File: src/rtl/win_wdog.sv
module win_wdog #(
  parameter logic [7:0] KEY = 8'hA5
) (
  input  logic        clk,
  input  logic        rst_n,
  input  logic        slow_tick,
  input  logic        idle_in,
  input  logic        dbg_in,
  input  logic        reg_wr,
  input  logic        reg_rd,
  input  logic [1:0]  reg_addr,
  input  logic [31:0] reg_wdata,
  output logic [31:0] reg_rdata,
  output logic        fault_irq,
  output logic        proc_rst,
  output logic        sys_rst
);
  localparam int CW = 12;
  localparam logic [31:0] MODE_RST  = 32'h3FFF_2FFF;
  localparam logic [31:0] MODE_MASK = 32'h3FFF_FFFF;
  localparam logic [1:0] A_CTRL = 2'd0, A_MODE = 2'd1, A_STAT = 2'd2, A_CNT = 2'd3;

  logic [31:0]   mode_q;
  logic          locked_q;
  logic [CW-1:0] cnt_q;
  logic          st_unf, st_err;

  wire [CW-1:0] reload  = mode_q[CW-1:0];
  wire [CW-1:0] window  = mode_q[16 +: CW];
  wire          irq_en  = mode_q[12];
  wire          rst_en  = mode_q[13];
  wire          prc_sel = mode_q[14];
  wire          off     = mode_q[15];
  wire          dbg_hlt = mode_q[28];
  wire          idl_hlt = mode_q[29];

  wire mode_wr  = reg_wr && reg_addr == A_MODE && !locked_q;
  wire key_ok   = reg_wr && reg_addr == A_CTRL && reg_wdata[31:24] == KEY && reg_wdata[0];
  wire restart  = key_ok && !off;
  wire frozen   = off || (dbg_hlt && dbg_in) || (idl_hlt && idle_in);
  wire step     = slow_tick && !frozen;
  wire early    = restart && cnt_q > window;
  wire underrun = step && !restart && !mode_wr && cnt_q == '0;
  wire fault    = early || underrun;
  wire st_clr   = reg_rd && reg_addr == A_STAT;

  always_ff @(posedge clk) begin
    if (!rst_n) begin
      mode_q   <= MODE_RST;
      locked_q <= 1'b0;
    end else if (mode_wr) begin
      mode_q   <= reg_wdata & MODE_MASK;
      locked_q <= 1'b1;
    end
  end

  always_ff @(posedge clk) begin
    if (!rst_n)                   cnt_q <= MODE_RST[CW-1:0];
    else if (mode_wr)             cnt_q <= reg_wdata[CW-1:0];
    else if (restart || underrun) cnt_q <= reload;
    else if (step)                cnt_q <= cnt_q - 1'b1;
  end

  always_ff @(posedge clk) begin
    if (!rst_n) begin
      st_unf   <= 1'b0;
      st_err   <= 1'b0;
      proc_rst <= 1'b0;
      sys_rst  <= 1'b0;
    end else begin
      st_unf   <= (st_unf && !st_clr) || underrun;
      st_err   <= (st_err && !st_clr) || early;
      proc_rst <= fault && rst_en && prc_sel;
      sys_rst  <= fault && rst_en && !prc_sel;
    end
  end

  assign fault_irq = irq_en && (st_unf || st_err);

  always_comb begin
    case (reg_addr)
      A_MODE:  reg_rdata = mode_q;
      A_STAT:  reg_rdata = {30'd0, st_err, st_unf};
      A_CNT:   reg_rdata = {{(32-CW){1'b0}}, cnt_q};
      default: reg_rdata = '0;
    endcase
  end
endmodule


File: config.mk
export PLATFORM = sky130hd
export DESIGN_NAME = win_wdog
export DESIGN_NICKNAME = d
export VERILOG_FILES = /design/src/rtl/win_wdog.sv
export SDC_FILE = /design/constraint.sdc
export NUM_CORES = 1
export LEC_CHECK = 0
export ABC_AREA = 0
export BUFFER_PORTS_ARGS = -buffer_cell sky130_fd_sc_hd__buf_2
export CORE_ASPECT_RATIO = 1.4
export CORE_UTILIZATION = 53
export CTS_CLUSTER_DIAMETER = 50
export CTS_CLUSTER_SIZE = 25
export DETAILED_ROUTE_END_ITERATION = 6
export PLACE_DENSITY = 0.87
export SKIP_CTS_REPAIR_TIMING = 1
export SLEW_MARGIN = 10
export SYNTH_ARGS = -nofsm -noshare
export SYNTH_HDL_FRONTEND = slang
export SYNTH_SLANG_ARGS = --single-unit
File: constraint.sdc
create_clock -name clk -period 2.78 [get_ports clk]
set_input_delay 0.417 -clock clk [delete_from_list [all_inputs] [get_ports clk]]
set_output_delay 0.417 -clock clk [all_outputs]
set_load 0.03 [all_outputs]
Yosys cells after proc, flatten, opt, wreduce, memory -nomap -nowiden
Cells that the tools add are included.
W data, S select, Z words.
{ "word_totals": {"reg_bits": 47, "latchBits": 0, "ramBits": 0, "romBits": 0, "in_bits": 41, "output_inout_bits": 35, "wordCells": 54, "n_memories": 0} }
{ "classes": {"add_sub_neg": 1, "n_mul": 0, "div_mod_pow": 0, "magnitude_cmp": 1, "n_eq_ne": 4, "shift": 0, "mux": 4, "n_bitwise": 0, "n_reduce_logical": 37} }
{ "op_table": {"columns": ["cell", "n"], "rows": [
  ["$pmux W30 S3", 1],
  ["$mux W12", 3],
  ["$logic_and A1 B1 Y1", 20],
  ["$gt A12 B12 Y1", 1],
  ["$logic_not A12 Y1", 1],
  ["$sub A12 B1 Y12 const B", 1],
  ["$eq A8 B8 Y1 const B", 1],
  ["$logic_not A1 Y1", 7],
  ["$logic_or A1 B1 Y1", 7],
  ["$eq A2 B2 Y1 const B", 2],
  ["$reduce_bool A3 Y1", 1],
  ["$eq A2 B1 Y1 const B", 1],
  ["$logic_not A2 Y1", 1]
]} }

Longest topological paths before layout
{ "logic_depth": {"depth_word": 12, "mapped_depth": 10, "depth_no_buf": 8} }

Worst setup path before layout
Ideal clock, no wire load.
{ "synth_timing": {"kind": "reg2reg", "startpoint": "reg cnt_q[0]", "endpoint": "reg cnt_q[0]", "setup_time_ns": 0.127, "arrival_time_ns": 2.255, "required_ns": 2.653, "path_slack_ns": 0.398, "stages_incl_launch_ff": 10, "path_buffers": 1, "period_less_slack_ns": 2.382, "path_cell_list": "dfxtp_1 inv_1 ha_1 or3b_4 or2_4 o41a_1 buf_6 a211oi_2 nor3_1 or3_1"} }
{ "synth_between": {"elab_chain_cells": 5, "word_cells_on_any_way": 8, "cone_classes": "1 x add/sub; 3 x mux; 4 x reduce/logical"} }
{ "synth_lines": {"columns": ["item", "line_no", "text"], "rows": [
  ["start, declared", "25", "logic [CW-1:0] cnt_q;"],
  ["start signal, assigned", "58", "if (!rst_n) cnt_q <= MODE_RST[CW-1:0];"],
  ["start signal, assigned", "59", "else if (mode_wr) cnt_q <= reg_wdata[CW-1:0];"],
  ["start signal, assigned", "60", "else if (restart || underrun) cnt_q <= reload;"],
  ["branches (longest 5 deep; another with $sub A12 B1 Y12)", null, null]
]} }
Parallel ways; which one is timed is not known. The select of a mux whose other input is x is not followed.
A chain may end at the register's enable or synchronous reset.

Worst setup path after layout
Ends and elaborated chain as after synthesis.

==> metrics.txt <==
outcome=finished clean; most common cell in the synthesized netlist=nand2_1; crit-path cells=inv_1 -> ha_1 -> or3b_4 -> or2_4 -> o41a_1 -> a211oi_2 -> nor3_1 -> or3_1; # rows=30; Syn Std Cell Area=0.00277 mm^2; Die Wd=63.1 um; Final Wtd Congestion=0.951; max cap viols=0; critical path peak fanout=6; Synth Area per Inst=8.07 um^2; maximum vdd drop=0.000318 V; TNS Setup=0 ps; area delta synth->final=20.0%; Final Max Slew Viols=0; Max stage delay on crit path=440 ps; nets@finish=464; critical path's top delay family=simple AND/OR/NAND/NOR gates; GR Util All Layers=25.8%; Post-synth EDFFs=0; worst skew pair latency=300 ps; Top FF cell, synth=dfxtp_1; Max clock buf depth=2; Async S/R FF share, synth=0%; die area=0.00552 mm^2; RSZ-0062 raised after global routing=no; H-tree depth=2; power density over the cells=496 mW/mm^2; filler cell count in the final layout=448; Post-synth top cells=nand2_1, dfxtp_1, and2_1, o211ai_1, nand3_1; post-route ant nets=0; sequential fraction of the synthesis area=34.0%; Setup violations, final=0; clk slew on worst S/H paths=90 ps; Synth area leaders=dfxtp_1, nand2_1, ha_1; residual DRC count=0; crit share post-route=92.6%; CTS tree=done; crit start category=flop; synth warn=0; Ports=76; Setup Skew=5.46 ps; diode count=0; CP max-delay cell=o41a_1; Via-to-Cell Ratio=5.72; largest net degree at the start of global routing=53; effective utilization at floorplan=56.3%; post-synth top area share=34.0%; number of synthesized register bits=47; final wirelength=6990 um; Leak=1.60 nW; drt wl/cell=14.7 um; Yosys cell types=51; total power=1.65 mW; share of cells above drive strength 1=23.6%; first-pass GRT wire length=11,200 um; vias after detailed routing=2,717; CTS Buf Count=5; required time of the critical path=2960 ps; Worst Path Arrival=2760 ps; Setup crit end kind=flop; vias in the first global route=2,478; total gr overflow=0; WS Path Type=reg2reg; area leader, netlist=dfxtp_1; DRT Pass-1 Iters=4; HPWL after DPL=5150 um; port bufs=73; final hold violation count=0; FMAX=0.389 GHz; class of the tightest hold or removal check=in2reg; CTS root buffer=clkbuf_8; Worst-Margin Slew=850 ps; Initial DRC Count=93; Die Ht=87.5 um; initial antenna violation count=0; area of the core=0.00492 mm^2; Max-slew headroom=43.3%; Syn Inst Count=343; min Tclk post-route=2570 ps; CTS sink count=47; CP Buf/Inv Count=1
-- placed cells by master, fill, tap and decap left out, types with 5 or more instances in the layout --
master,synthesis,final
a21boi_0,7,7
a21oi_1,7,7
a41oi_1,6,6
and2_1,20,20
buf_2,2,73
buf_4,2,10
clkbuf_8,0,5
dfxtp_1,47,47
ha_1,13,13
inv_1,16,16
mux2i_1,11,11
nand2_1,63,63
nand3_1,17,17
nor2_1,6,6
nor2b_1,13,13
nor3b_1,8,8
o211ai_1,19,19
o21ai_0,8,8
xnor2_1,6,6
-- routing by layer --
metal | part of all wire (%) | GRT usage (%) | routed length [um]
met5 | 0 | 0 | 0
met2 | 51 | 47.2 | 3600
met1 | 42 | 30.3 | 2940
met4 | 1.7 | 9.09 | 121
met3 | 4.7 | 3.93 | 327
-- state kept, by name (all words and copies together) (netlist names) --
register,count
cnt_q,12
locked_q,1
mode_q,30
proc_rst,1
st_err,1
st_unf,1
sys_rst,1
-- metrics by stage --
step / setup slack, ps / utilization, % / cells / cell area (um^2) / hold WS [ps]
after floorplan: 398 / - / 344 / 2770 / 435
after global placement: 329 / 64.8 / 467 / 3190 / 449
after detailed placement: 243 / 64.8 / 467 / 3190 / 456
after CTS: 204 / 67.6 / 475 / 3320 / 330
after global routing: 58.3 / 67.6 / 475 / 3320 / 338
final: 206 / 67.6 / 475 / 3320 / 332
-- cells by family (layout without fill, tap and decap cells) --
family | after synthesis | count (layout) | synth area share, %
AND/OR/NAND/NOR | 155 | 155 | 29.5
AO/OA/AOI/OAI | 67 | 67 | 17.4
flip-flops | 47 | 47 | 34.0
buffers and inverters | 40 | 107 | 6.06
adder cells (fa/ha/maj) | 13 | 13 | 5.87
multiplexers | 13 | 13 | 4.79
XOR/XNOR | 7 | 7 | 2.21
other | 1 | 2 | 0.135
-- layout make-up --
type | instances | area (um^2) | area share [%]
Clock buffer | 5 | 68.8 | 2.07
Clock inverter | 3 | 67.6 | 2.03
Inverter | 16 | 60.1 | 1.81
Multi-Input combinational cell | 257 | 1660 | 50.1
Sequential cell | 47 | 941 | 28.3
Tap cell | 64 | 80.1 | 2.41
Timing Repair Buffer | 83 | 440 | 13.3
-- worst register-to-register path: cells and delay by family (launching register included) --
kind,cells,cell delay [ps]
AND/OR/NAND/NOR,4,1110
flip-flops,1,350
adder cells (fa/ha/maj),1,190
buffers and inverters,1,130
AO/OA/AOI/OAI,2,670
-- where the power goes --
group	switching (mW)	leakage (nW)	internal (mW)	total, mW
registers	0.0268	0.385	0.703	0.730
logic	0.197	1.15	0.128	0.326
clock network	0.235	0.0644	0.359	0.593
-- worst paths after layout --
check / from / to / slack, ps / cells after the start
worst max-delay path: cnt_q[0] / cnt_q[0] / 210 / 8
worst min-delay path: reg_wdata[16] / mode_q[16] / 330 / 3
worst max register to register: cnt_q[0] / cnt_q[0] / 210 / 8
worst min register to register: mode_q[10] / mode_q[10] / 470 / 2
(Power assumes the default switching activity.)
